**src/rtl/bundle_hazard_pkg.sv**
```systemverilog
package bundle_hazard_pkg;

  typedef enum logic [1:0] {
    OP_OTHER = 2'd0,
    OP_LOAD  = 2'd1,
    OP_STORE = 2'd2,
    OP_MUL   = 2'd3
  } opClass_e;

  typedef enum logic [1:0] {
    ERR_NONE  = 2'd0,
    ERR_REGWR = 2'd1,
    ERR_MEM   = 2'd2,
    ERR_MUL   = 2'd3
  } errCode_e;

  // strobes from the datapath to the control
  typedef struct packed {
    logic check;     // bundle present
    logic bothOn;    // both guarding predicates true
    logic dstClash;  // same non-zero destination, both writing
    logic memPair;   // both slots are memory operations
    logic mulPair;   // both slots are multiplies
  } hazardStrobes_t;

endpackage

```
**src/rtl/bundle_hazard_dp.sv**
```systemverilog
module bundle_hazard_dp
  import bundle_hazard_pkg::*;
#(
  parameter int NUM_PRED = 8,
  parameter int NUM_REG  = 32,
  localparam int PIDX_W  = $clog2(NUM_PRED),
  localparam int REG_W   = $clog2(NUM_REG)
) (
  input  logic              clk,
  input  logic              rstN,
  input  logic              inValid,
  input  logic [PIDX_W-1:0] predIdx0,
  input  logic              predNeg0,
  input  logic [REG_W-1:0]  dstReg0,
  input  logic              wrEn0,
  input  logic [1:0]        opClass0,
  input  logic [PIDX_W-1:0] predIdx1,
  input  logic              predNeg1,
  input  logic [REG_W-1:0]  dstReg1,
  input  logic              wrEn1,
  input  logic [1:0]        opClass1,
  input  logic              predWrEn0,
  input  logic [PIDX_W-1:0] predWrIdx0,
  input  logic              predWrVal0,
  input  logic              predWrEn1,
  input  logic [PIDX_W-1:0] predWrIdx1,
  input  logic              predWrVal1,
  output hazardStrobes_t    strobes
);

  // bypassed predicate view: entry 0 is hard-wired true
  logic [NUM_PRED-1:0] predView;
  assign predView[0] = 1'b1;

  genvar gi;
  generate
    for (gi = 1; gi < NUM_PRED; gi++) begin : gPred
      logic predQ;
      logic predNext;
      always_comb begin
        predNext = predQ;
        if (predWrEn0 && predWrIdx0 == PIDX_W'(gi)) predNext = predWrVal0;
        if (predWrEn1 && predWrIdx1 == PIDX_W'(gi)) predNext = predWrVal1;
      end
      always_ff @(posedge clk or negedge rstN) begin
        if (!rstN) predQ <= 1'b0;
        else       predQ <= predNext;
      end
      assign predView[gi] = predNext;
    end
  endgenerate

  logic slotOn0, slotOn1;
  assign slotOn0 = predView[predIdx0] ^ predNeg0;
  assign slotOn1 = predView[predIdx1] ^ predNeg1;

  opClass_e cls0, cls1;
  assign cls0 = opClass_e'(opClass0);
  assign cls1 = opClass_e'(opClass1);

  logic isMem0, isMem1;
  assign isMem0 = (cls0 == OP_LOAD) || (cls0 == OP_STORE);
  assign isMem1 = (cls1 == OP_LOAD) || (cls1 == OP_STORE);

  always_comb begin
    strobes.check    = inValid;
    strobes.bothOn   = slotOn0 && slotOn1;
    strobes.dstClash = wrEn0 && wrEn1 && (dstReg0 == dstReg1) && (dstReg0 != '0);
    strobes.memPair  = isMem0 && isMem1;
    strobes.mulPair  = (cls0 == OP_MUL) && (cls1 == OP_MUL);
  end

endmodule

```
**src/rtl/bundle_hazard_ctl.sv**
```systemverilog
module bundle_hazard_ctl
  import bundle_hazard_pkg::*;
(
  input  logic           clk,
  input  logic           rstN,
  input  logic           permissive,
  input  hazardStrobes_t strobes,
  output logic           illegal,
  output logic [1:0]     errCode
);

  errCode_e codeNext;
  errCode_e codeQ;

  always_comb begin
    codeNext = ERR_NONE;
    if (strobes.check && strobes.bothOn) begin
      if (strobes.dstClash)                   codeNext = ERR_REGWR;
      else if (permissive && strobes.memPair) codeNext = ERR_MEM;
      else if (permissive && strobes.mulPair) codeNext = ERR_MUL;
    end
  end

  always_ff @(posedge clk or negedge rstN) begin
    if (!rstN) begin
      codeQ   <= ERR_NONE;
      illegal <= 1'b0;
    end else begin
      codeQ   <= codeNext;
      illegal <= (codeNext != ERR_NONE);
    end
  end

  assign errCode = codeQ;

endmodule

```
**src/rtl/bundle_hazard_check.sv**
```systemverilog
module bundle_hazard_check
  import bundle_hazard_pkg::*;
#(
  parameter int NUM_PRED = 8,
  parameter int NUM_REG  = 32,
  localparam int PIDX_W  = $clog2(NUM_PRED),
  localparam int REG_W   = $clog2(NUM_REG)
) (
  input  logic              clk,
  input  logic              rstN,
  input  logic              inValid,
  input  logic              permissive,
  input  logic [PIDX_W-1:0] predIdx0,
  input  logic              predNeg0,
  input  logic [REG_W-1:0]  dstReg0,
  input  logic              wrEn0,
  input  logic [1:0]        opClass0,
  input  logic [PIDX_W-1:0] predIdx1,
  input  logic              predNeg1,
  input  logic [REG_W-1:0]  dstReg1,
  input  logic              wrEn1,
  input  logic [1:0]        opClass1,
  input  logic              predWrEn0,
  input  logic [PIDX_W-1:0] predWrIdx0,
  input  logic              predWrVal0,
  input  logic              predWrEn1,
  input  logic [PIDX_W-1:0] predWrIdx1,
  input  logic              predWrVal1,
  output logic              illegal,
  output logic [1:0]        errCode
);

  hazardStrobes_t strobes;

  bundle_hazard_dp #(.NUM_PRED(NUM_PRED), .NUM_REG(NUM_REG)) uDp (
    .clk(clk), .rstN(rstN), .inValid(inValid),
    .predIdx0(predIdx0), .predNeg0(predNeg0), .dstReg0(dstReg0),
    .wrEn0(wrEn0), .opClass0(opClass0),
    .predIdx1(predIdx1), .predNeg1(predNeg1), .dstReg1(dstReg1),
    .wrEn1(wrEn1), .opClass1(opClass1),
    .predWrEn0(predWrEn0), .predWrIdx0(predWrIdx0), .predWrVal0(predWrVal0),
    .predWrEn1(predWrEn1), .predWrIdx1(predWrIdx1), .predWrVal1(predWrVal1),
    .strobes(strobes)
  );

  bundle_hazard_ctl uCtl (
    .clk(clk), .rstN(rstN), .permissive(permissive),
    .strobes(strobes), .illegal(illegal), .errCode(errCode)
  );

endmodule

```
**config.mk**
```make
export PLATFORM = sky130hd
export DESIGN_NAME = bundle_hazard_check
export DESIGN_NICKNAME = d
export VERILOG_FILES = /design/src/rtl/bundle_hazard_pkg.sv /design/src/rtl/bundle_hazard_dp.sv /design/src/rtl/bundle_hazard_ctl.sv /design/src/rtl/bundle_hazard_check.sv
export SDC_FILE = /design/constraint.sdc
export NUM_CORES = 1
export LEC_CHECK = 0
export BUFFER_PORTS_ARGS = -buffer_cell sky130_fd_sc_hd__buf_2
export CORE_MARGIN = 10
export CORE_UTILIZATION = 50
export DETAILED_ROUTE_END_ITERATION = 6
export GPL_TIMING_DRIVEN = 0
export PLACE_DENSITY = 0.79
export SYNTH_ARGS = -nofsm -noshare
export SYNTH_HDL_FRONTEND = slang
export SYNTH_SLANG_ARGS = --single-unit
```
**constraint.sdc**
```tcl
create_clock -name clk -period 4.25 [get_ports clk]
set_clock_uncertainty 0.05 [all_clocks]
set_input_delay 0.6375 -clock clk [delete_from_list [all_inputs] [get_ports clk]]
set_output_delay 0.6375 -clock clk [all_outputs]
set_load 0.02 [all_outputs]
```
==> results_dict.tcl, run 1 <==
set metrics [dict create \
    floorplan.die.height_um 68.0 \
    clock_path_buffers 2 \
    cts.hold.buffers_added 0 \
    synth_seq_cells 10 \
    cts_resized 0 \
    syn_nets 180 \
    worstSetupStartpointType "primary input" \
    setup_total_negative_slack_ns 0 \
    power_per_cell_area_nw_per_um2 247 \
    globalRouteMet2Util 0.263 \
    ios 41 \
    core_area_um2 2210 \
    worst_setup_path_end_kind "register" \
    synth_area_leaders "dfrtp_1 (22%), mux2i_1 (7.0%), nand2_1 (4.6%), xor2_1 (3.8%), nand4b_1 (3.0%)" \
    cts_inserted_buffers 3 \
    number_of_global_route_vias_before_repair 1252 \
    grt-ovfl-total 0 \
    cts_root_buf "clkbuf_4" \
    postPlaceCellArea_um2 1350 \
    finalInstanceArea_um2 1390 \
    fp.dieW_um 68.0 \
    netlist.area_leader.share 0.217 \
    grt.busiest_layer "met2" \
    worst_r2r_path_depth 6 \
    period_needed_ns 2.25 \
    cts_max_level 1 \
    globalRouteTotalUtil 0.147 \
    timing.critical_path.fanout_max 8 \
    layout-drive-gt1-share 0.271 \
    last_weighted_congestion_value_of_the_routability_driven_placer 0.920 \
    synth.yosys.seq_area_share 0.217 \
    tritoncts "done" \
    ff2ff_setup_slack_ns 2.46 \
    path_clk_slew_ns 0.07 \
    async_reset_ff_frac 1.00 \
    first_pass_grt_wire_length_um 5350 \
    vias 1261 \
    detail_route.vias_per_cell 6.15 \
    max_freq_mhz 444 \
    number_of_antenna_violations_at_the_first_check_in_global_routing 0 \
    relSlewSlack 0.667 \
    largest_net_degree_at_the_start_of_global_routing 11 \
    power_mw 0.343 \
    rr_endpoint "uCtl.illegal" \
    num_rows 17 \
    worst-slew-pin-transition_ns 0.500 \
    numClockSinks 10 \
    yosys.cell_types.count 48 \
    hpwl_um 2770 \
    final_routed_drc_violation_total 0 \
    synth.avg_cell_area_um2 8.22 \
    min_path_type "in2async" \
    cp.required_ns 4.38 \
    worst_ir_drop_vdd_mv 0.129 \
    final-max-slew-violation-count 0 \
    drt_pre_antenna_iters 4 \
    rsz0062_at_grt "no" \
    synth-edff-count 0 \
    postCtsSetupRepairBufs 0 \
    final_setup_violations 0 \
    synth_cells 140 \
    detail_route.iter0.violations 64 \
    total_leakage_power_nw 0.634 \
    ant_nets 0 \
    synth_flop_cell "dfrtp_1" \
    areaGrowthSynthToFinish_pct 20.5 \
    worstReg2RegStart "uDp.gPred[2].predQ" \
    run_status "finished, final reports clean" \
    worstSetupPathType "in2reg" \
    ys.warnings.count 0 \
    port-buffer-count 33 \
    post-synth-top-area-cell "dfrtp_1" \
    finalWirelength_um 3380 \
    timing.final.hold_violations 0 \
    clock_insertion_delay_worst_skew_ns 0.27 \
    grt_util_met1 0.156 \
    initial_cell_density_of_the_core 0.520 \
    nets 218 \
    post_synth_instance_area_um2 1150 \
    fp.dieArea_um2 4620 \
    antenna_diode_count 0 \
    maxCapViolCount 0 \
    finalCritPeriodShare 0.530 \
    grtUsageMet3 0.0294 \
    wire_per_inst_um 16.5 \
    critical_path_arrival_ns 2.38 \
]
## report_power, final
part / internal [mW] / switching (mW)
clock: 0.0521 / 0.0359
combinational: 0.0608 / 0.0762
sequential: 0.111 / 0.00705
## cell usage in the layout, fill, tap and decap left out, types with 2 or more instances in the layout
master / count
a21oi_1: 6
a31oi_1: 3
a32oi_1: 2
and4bb_2: 2
buf_2: 36
clkbuf_1: 5
clkbuf_4: 3
dfrtp_1: 10
ha_1: 2
inv_1: 5
mux2i_1: 8
nand2_1: 14
nand2b_1: 4
nand3_1: 6
nand4_1: 5
nand4b_1: 4
nand4bb_1: 2
nor2_1: 6
nor2b_1: 4
nor3_1: 6
nor4_1: 2
o211ai_1: 4
o21ai_0: 4
xnor2_1: 4
xor2_1: 5
## cell type report
type / count / area [um2]
Inverter: 5 / 18.8
Clock buffer: 4 / 36.3
Tap cell: 28 / 35.0
Buffer: 9 / 41.3
Multi-Input combinational cell: 116 / 841
Sequential cell: 10 / 250
Timing Repair Buffer: 33 / 165
Fill cell: 213 / 825
## per-layer routing
layer | wire [um] | part of all wire | vias to the layer above
met2 | 1740 | 0.52 | 46
met3 | 211 | 0.062 | 7
met1 | 1350 | 0.40 | 596
li1 | - | - | 612
met4 | 78 | 0.023 | 0
met5 | 0 | 0 | -
## registers in the layout, summed over array words and instances (netlist names)
name,cells
uDp.gPred.predQ,7
uCtl.illegal,1
uCtl.errCode,2
## kinds of logic (layout without fill, tap and decap cells)
logic type               Yosys count  after routing  synth area share
AO/OA/AOI/OAI                     33             33             0.212
multiplexers                      10             10            0.0924
AND/OR/NAND/NOR                   62             62             0.336
XOR/XNOR                           9              9            0.0685
buffers and inverters             14             51            0.0522
flip-flops                        10             10             0.217
adder cells (fa/ha/maj)            2              2            0.0217
## synth_stat cells, drive strengths merged (2+ instances only)
cell     instances
a21oi            7
a31oi            3
a32oi            2
and4bb           3
buf              4
clkbuf           5
dfrtp           10
ha               2
inv              5
mux2             2
mux2i            8
nand2           14
nand2b           4
nand3            6
nand4            5
nand4b           4
nand4bb          2
nor2             6
nor2b            4
nor3             6
nor4             2
o211ai           4
o21ai            4
o311ai           2
xnor2            4
xor2             5
## through the flow
step	hold slack, ns	setup WS [ns]	cells	util
3_3_place_gp	0.454	1.81	201	0.611
3_5_place_dp	0.459	1.71	201	0.611
2_1_floorplan	0.292	1.94	140	-
4_1_cts	0.164	2.00	205	0.627
5_1_grt	0.159	1.95	205	0.627
6_report	0.170	2.00	205	0.627
## how the worst max path moves through the flow
stage                  startpoint               to  slack (ns)  cells past startpoint
floorplan           predWrIdx0[1]  uCtl.errCode[0]        1.94                      8
global placement    predWrIdx0[2]  uCtl.errCode[0]        1.81                      8
detailed placement  predWrIdx0[1]     uCtl.illegal        1.71                      8
CTS                 predWrIdx0[2]     uCtl.illegal        2.00                      8
global route        predWrIdx0[1]  uCtl.errCode[1]        1.95                      8
finish              predWrIdx0[2]     uCtl.illegal        2.00                      8
## critical path: stages
cell and delay [ns]:
buf_2 0.16, and4bb_1 0.30, mux2_4 0.32, or3_1 0.35
a21oi_2 0.16, a311oi_2 0.06, xnor2_1 0.18, nor3_1 0.22
Note: power is estimated with default switching activity, not from simulation.
==> run 2: changes to the inputs <==
--- a/config.mk
+++ b/config.mk
@@ -5,12 +5,13 @@
 export SDC_FILE = /design/constraint.sdc
 export NUM_CORES = 1
 export LEC_CHECK = 0
+export ABC_AREA = 1
 export BUFFER_PORTS_ARGS = -buffer_cell sky130_fd_sc_hd__buf_2
 export CORE_MARGIN = 10
-export CORE_UTILIZATION = 50
+export CORE_UTILIZATION = 42
 export DETAILED_ROUTE_END_ITERATION = 6
 export GPL_TIMING_DRIVEN = 0
-export PLACE_DENSITY = 0.79
+export PLACE_DENSITY = 0.73
 export SYNTH_ARGS = -nofsm -noshare
 export SYNTH_HDL_FRONTEND = slang
 export SYNTH_SLANG_ARGS = --single-unit
==> constraint.sdc (replaced) <==
create_clock -name clk -period 1.88 [get_ports clk]
set_clock_uncertainty 0.05 [all_clocks]
set_input_delay 0.282 -clock clk [delete_from_list [all_inputs] [get_ports clk]]
set_output_delay 0.282 -clock clk [all_outputs]
set_load 0.02 [all_outputs]
==> run 2 against run 1 <==
  * Final area fell by 9.8%
  * Clock-buffer cell count stayed put
  * Worst setup slack worse by 1.5 ns
  * Final cell count increased by 14%
  * Clock power up 120%
  * Global-route usage is 2.1 points lower
  * Non-clock buffer count down 1
  * Flip-flop and latch count did not move
  * Routed wire length fell by 20%
  * Sequential power increased by 120%
  * Via count is 9.0% lower
  * Synthesized cell count grew 15%
  * Largest cell class unchanged
  * Highest routed layer unchanged
==> results_dict.tcl, run 2 <==
set metrics [dict create \
    seqCellArea_um2 250 \
    max_freq_mhz 703 \
    postPlaceCellArea_um2 1200 \
    worst_setup_path_endpoint "uCtl.illegal" \
    syn_nets 201 \
    floorplan.die.height_um 68.1 \
    numClockSinks 10 \
    worstSetupPathType "in2reg" \
    rsz0062_at_grt "no" \
    routed-wl-met3_um 165 \
    timing.final.hold_violations 0 \
    ff2ff_setup_slack_ns 0.49 \
    hpwl_um 2430 \
    port-buffer-count 40 \
    worst-slew-pin-transition_ns 0.278 \
    clock_path_buffers 2 \
    synth-edff-count 0 \
    min_path_type "in2reg" \
    place_worst_setup_slack_ns 0.207 \
    cts_root_buf "clkbuf_4" \
    relSlewSlack 0.813 \
    wire_per_inst_um 11.6 \
    synth_flop_cell "dfrtp_1" \
    utilization 0.566 \
    area_taken_by_multi_input_logic_gates_um2 611 \
    final-max-slew-violation-count 0 \
    largest_net_degree_at_the_start_of_global_routing 11 \
    last_weighted_congestion_value_of_the_routability_driven_placer 0.918 \
    post-route-worst-setup-slack_ns 0.457 \
    worstSetupStartpoint "predWrIdx0[2]" \
    worstReg2RegStart "uDp.gPred[4].predQ" \
    synth_cells 161 \
    routed-wl-met2_um 1360 \
    areaGrowthSynthToFinish_pct 29.0 \
    globalRouteTotalUtil 0.126 \
    worst_ir_drop_vdd_mv 0.264 \
    total_leakage_power_nw 0.748 \
    drt_pre_antenna_iters 4 \
    async_reset_ff_frac 1.00 \
    num_rows 17 \
    highest_routing_layer_actually_used "met4" \
    nets 247 \
    critical_path_arrival_ns 1.52 \
    met1Wirelength_um 1160 \
    finalInstanceArea_um2 1250 \
    vias 1147 \
    ios 41 \
    rr_endpoint "uCtl.illegal" \
    fillers 226 \
    cts_resized 0 \
    mostFrequentLayoutCell "nand2_1" \
    initial_cell_density_of_the_core 0.438 \
    core_area_um2 2210 \
    post_synth_instance_area_um2 970 \
    grt-ovfl-total 0 \
    finalWirelength_um 2720 \
    cp.required_ns 1.98 \
    layoutNonFillerInstCount 234 \
    synth_most_common_cell "nand2_1" \
    worst_r2r_path_depth 13 \
    power_mw 0.713 \
    layout_common_cells "nand2_1 (42), buf_2 (40), nand3_1 (38)" \
    run_status "finished, final reports clean" \
    ant_nets 0 \
    setup_total_negative_slack_ns 0 \
    dpl.cell_count 229 \
    path_clk_slew_ns 0.07 \
    fp.dieArea_um2 4630 \
    period_needed_ns 1.42 \
    clock_insertion_delay_worst_skew_ns 0.26 \
    fp.dieW_um 68.1 \
    layout-drive-gt1-share 0.286 \
    final_setup_violations 0 \
    largest_register "uDp.gPred.predQ" \
    post-synth-top-area-cell "dfrtp_1" \
    detail_route.vias_per_cell 4.90 \
    synth.avg_cell_area_um2 6.02 \
    cts_inserted_buffers 3 \
    final_routed_drc_violation_total 0 \
    yosys.cell_types.count 19 \
    finalCritPeriodShare 0.757 \
    number_of_global_route_vias_before_repair 1162 \
    synth_common_cells "nand2_1 (42), nand3_1 (38), inv_1 (26)" \
    detail_route.iter0.violations 50 \
    cts_max_level 1 \
    maxCapViolCount 0 \
    netlist.area_leader.share 0.258 \
    ys.warnings.count 0 \
    fin_worst_hold_slack_ns 0.304 \
    largest_register_ffs 7 \
    worstSetupStartpointType "primary input" \
    power_per_cell_area_nw_per_um2 569 \
    worst_setup_path_end_kind "register" \
    tritoncts "done" \
    first_pass_grt_wire_length_um 4640 \
    timing.critical_path.fanout_max 6 \
    synth_area_leaders "dfrtp_1 (26%), nand3_1 (20%), nand2_1 (16%), inv_1 (10%), nor2_2 (4.5%)" \
    synth.yosys.seq_area_share 0.258 \
    synth_seq_cells 10 \
    number_of_antenna_violations_at_the_first_check_in_global_routing 0 \
    antenna_diode_count 0 \
]
-- run 2: how the worst min path moves through the flow --
stage | from | to | slack [ns] | depth (start not counted)
3_3_place_gp | rstN | uDp.gPred[5].predQ | 0.1 | 1
2_1_floorplan | rstN | uCtl.errCode[0] | -0.06 | 0
6_report | predWrVal1 | uDp.gPred[5].predQ | 0.30 | 3
4_1_cts | predWrVal1 | uDp.gPred[5].predQ | 0.29 | 3
5_1_grt | predWrVal1 | uDp.gPred[5].predQ | 0.30 | 3
3_5_place_dp | rstN | uDp.gPred[5].predQ | 0.10 | 1
-- run 2: metal layers --
layer | GRT usage | up-vias
met2 | 0.220 | 32
met1 | 0.140 | 504
li1 | - | 609
met3 | 0.0294 | 2
met5 | 0 | -
met4 | 0.0628 | 0
-- run 2: cells by family after synthesis --
group,count (synthesis),synth area share
xor+xnor,2,0.0181
compound gates,5,0.0271
flops,10,0.258
simple gates,113,0.559
fa+ha+maj,2,0.0258
buf+inv,29,0.112
-- run 2: critical path, stage by stage --
cell and delay, ns:
buf_2 0.09, nand2_1 0.09, inv_2 0.12, nand2_1 0.06, nand2_1 0.05, nand3_1 0.13, nand3_1 0.10, nand2_1 0.05
nor2_1 0.09, nand2_1 0.08, nand2_1 0.07, nand2_1 0.05, nand2_1 0.05, inv_1 0.05, nand3_1 0.10, nand2_1 0.05
-- run 2: cell type report --
class	instances	area share
Sequential cell	10	0.200
Clock buffer	4	0.0290
Inverter	29	0.0870
Tap cell	28	0.0280
Timing Repair Buffer	41	0.168
Multi-Input combinational cell	122	0.488
-- run 2: what timing repair did --
item                                   in CTS  in global routing
buffers inserted                            0                  0
endpoints found under the hold margin      10                  0
hold buffers                                1                  0
-- run 2: power breakdown --
part | switching (mW) | internal, mW
clock network | 0.0736 | 0.117
logic | 0.158 | 0.106
registers | 0.00892 | 0.249
total | 0.241 | 0.472
==> run 3: changes to the inputs <==
--- a/config.mk
+++ b/config.mk
@@ -5,13 +5,13 @@
 export SDC_FILE = /design/constraint.sdc
 export NUM_CORES = 1
 export LEC_CHECK = 0
-export ABC_AREA = 1
+export ABC_AREA = 0
 export BUFFER_PORTS_ARGS = -buffer_cell sky130_fd_sc_hd__buf_2
 export CORE_MARGIN = 10
-export CORE_UTILIZATION = 42
+export CORE_UTILIZATION = 50
 export DETAILED_ROUTE_END_ITERATION = 6
 export GPL_TIMING_DRIVEN = 0
-export PLACE_DENSITY = 0.73
+export PLACE_DENSITY = 0.79
 export SYNTH_ARGS = -nofsm -noshare
 export SYNTH_HDL_FRONTEND = slang
 export SYNTH_SLANG_ARGS = --single-unit
==> constraint.sdc (replaced) <==
create_clock -name clk -period 1.4 [get_ports clk]
set_clock_uncertainty 0.05 [all_clocks]
set_input_delay 0.21 -clock clk [delete_from_list [all_inputs] [get_ports clk]]
set_output_delay 0.21 -clock clk [all_outputs]
set_load 0.02 [all_outputs]
==> run 3 against run 2 <==
  * The run now ends with negative setup slack left
  * Hold slack got worse by 0.16 ns
  * Combinational power rose by 65%
  * Sequential share of layout area fell by 2.5 points
  * Final area rose by 14%
  * Largest cell class unchanged
  * Power rose by 48%
  * Clock power rose by 38%
  * Sequential power rose by 38%
  * Die area fell by 0.21%
  * Routed wire length rose by 23%
  * Flip-flop and latch count did not move
  * Core utilization rose by 8.2 points
==> results_dict.tcl, run 3 (synthesis results as in run 1) <==
set metrics [dict create \
    holdCritStartpoint "inValid" \
    layout_common_cells "buf_2 (33), nand2_1 (14), dfrtp_1 (10)" \
    antenna_diode_count 0 \
    floorplan.die.height_um 68.0 \
    fp.dieW_um 68.0 \
    vias 1256 \
    ant_nets 0 \
    cts_root_buf "clkbuf_4" \
    routed-wl-met2_um 1620 \
    relSlewSlack 0.677 \
    worst_ir_drop_vdd_mv 0.423 \
    max_freq_mhz 583 \
    finalWirelength_um 3350 \
    num_rows 17 \
    worst-slew-pin-transition_ns 0.484 \
    total_leakage_power_nw 0.647 \
    power_per_cell_area_nw_per_um2 735 \
    timing.critical_path.fanout_max 4 \
    detail_route.vias_per_cell 6.10 \
    hold_depth 3 \
    worstSetupStartpointType "register" \
    clock_insertion_delay_worst_skew_ns 0.27 \
    drt_pre_antenna_iters 4 \
    areaGrowthSynthToFinish_pct 24.5 \
    ios 41 \
    postCtsSetupRepairBufs 0 \
    worstSetupStartpoint "uDp.gPred[1].predQ" \
    largest_register "uDp.gPred.predQ" \
    cts_max_level 1 \
    globalRouteTotalUtil 0.142 \
    port-buffer-count 33 \
    run_status "complete, but fails checks" \
    violations "negative setup slack" \
    routed-wl-met3_um 218 \
    post-route-worst-setup-slack_ns -0.314 \
    number_of_global_route_vias_before_repair 1286 \
    last_weighted_congestion_value_of_the_routability_driven_placer 0.925 \
    layout-drive-gt1-share 0.281 \
    timing.final.hold_violations 0 \
    cts_inserted_buffers 3 \
    detail_route.iter0.violations 72 \
    core_area_um2 2210 \
    critical_path_arrival_ns 1.81 \
    final-max-slew-violation-count 0 \
    worstSetupPathType "reg2reg" \
    final_setup_violations 3 \
    utilization 0.648 \
    seqCellArea_um2 250 \
    area_taken_by_multi_input_logic_gates_um2 853 \
    tritoncts "done" \
    min_path_type "in2reg" \
    mostFrequentLayoutCell "buf_2" \
    largest_register_ffs 7 \
    setup_total_negative_slack_ns -0.940 \
    rr_endpoint "uCtl.errCode[1]" \
    fillers 190 \
    worst_setup_path_end_kind "register" \
    clock_path_buffers 2 \
    maxCapViolCount 0 \
    cp.required_ns 1.49 \
    nets 219 \
    worst_r2r_path_depth 6 \
    number_of_antenna_violations_at_the_first_check_in_global_routing 0 \
    ff2ff_setup_slack_ns -0.31 \
    initial_cell_density_of_the_core 0.520 \
    wire_per_inst_um 16.3 \
    highest_routing_layer_actually_used "met4" \
    finalCritPeriodShare 1.22 \
    numClockSinks 10 \
    hpwl_um 2700 \
    largest_net_degree_at_the_start_of_global_routing 11 \
    worstReg2RegStart "uDp.gPred[1].predQ" \
    final_routed_drc_violation_total 0 \
    first_pass_grt_wire_length_um 5310 \
    power_mw 1.05 \
    timing.hold.worst_endpoint "uCtl.errCode[0]" \
    rsz0062_at_grt "yes" \
    fp.dieArea_um2 4620 \
    met1Wirelength_um 1440 \
    period_needed_ns 1.71 \
    grt-ovfl-total 0 \
    path_clk_slew_ns 0.07 \
]
run 3: changes by cell type in the layout (fill, tap and decap cells not counted), sizes merged, moves of 5 or more:
cell and delta:
nand3 -35, nand2 -30, inv -24, nor2 -11, mux2i +8, a21oi +7, nor3 +6, clkbuf +5
run 3: metrics by stage:
stage	cell area [um2]	worst slack, ns	hold WS [ns]	cells
finish	1430	-0.314	0.140	206
global route	1430	-0.407	0.159	206
CTS	1430	-0.316	0.132	206
detailed placement	1360	-0.689	0.0307	201
global placement	1360	-0.647	0.0266	201
floorplan	1160	-0.418	-0.136	140
run 3: what timing repair did:
action,CTS,global route
pin swaps,7,0
setup endpoints to repair,3,3
resized for setup,6,1
hold buffers,1,0
hold endpoints to repair,10,0
run 3: power breakdown:
group          internal, mW  leakage, nW  switching, mW  total (mW)
clock network         0.158       0.0210          0.105       0.263
logic                 0.199        0.504          0.236       0.435
registers             0.335        0.122         0.0199       0.355
total                 0.692        0.647          0.362        1.05
run 3: how the worst max path moves through the flow:
stage                            endpoint  slack [ns]  depth (start not counted)
after global placement       uCtl.illegal       -0.65                          8
final                     uCtl.errCode[1]       -0.31                          6
after CTS                 uCtl.errCode[1]       -0.32                          6
after floorplan           uCtl.errCode[0]       -0.42                          8
after detailed placement  uCtl.errCode[1]       -0.69                          8
after global routing      uCtl.errCode[0]       -0.41                          6
run 3: critical path, stage by stage, from the launching register on:
cell,delay (ns)
dfrtp_1,0.38
or3b_1,0.35
nand4_1,0.13
o311ai_1,0.12
a311oi_2,0.28
xnor2_1,0.20
nor3_1,0.07
run 3: layout make-up:
cell class                 count  area share
buffer                         9      0.0358
clock buffer                   4      0.0253
inverter                       5      0.0131
multi-input combinational    116       0.596
sequential                    10       0.175
tap                           28      0.0245
timing repair buffer          34       0.131
run 3: layer usage:
| layer | vias up | global-route usage |
|---|---|---|
| li1 | 615 | - |
| met1 | 582 | 0.163 |
| met2 | 51 | 0.248 |
| met3 | 8 | 0.0228 |
| met4 | 0 | 0.0729 |
| met5 | - | 0 |
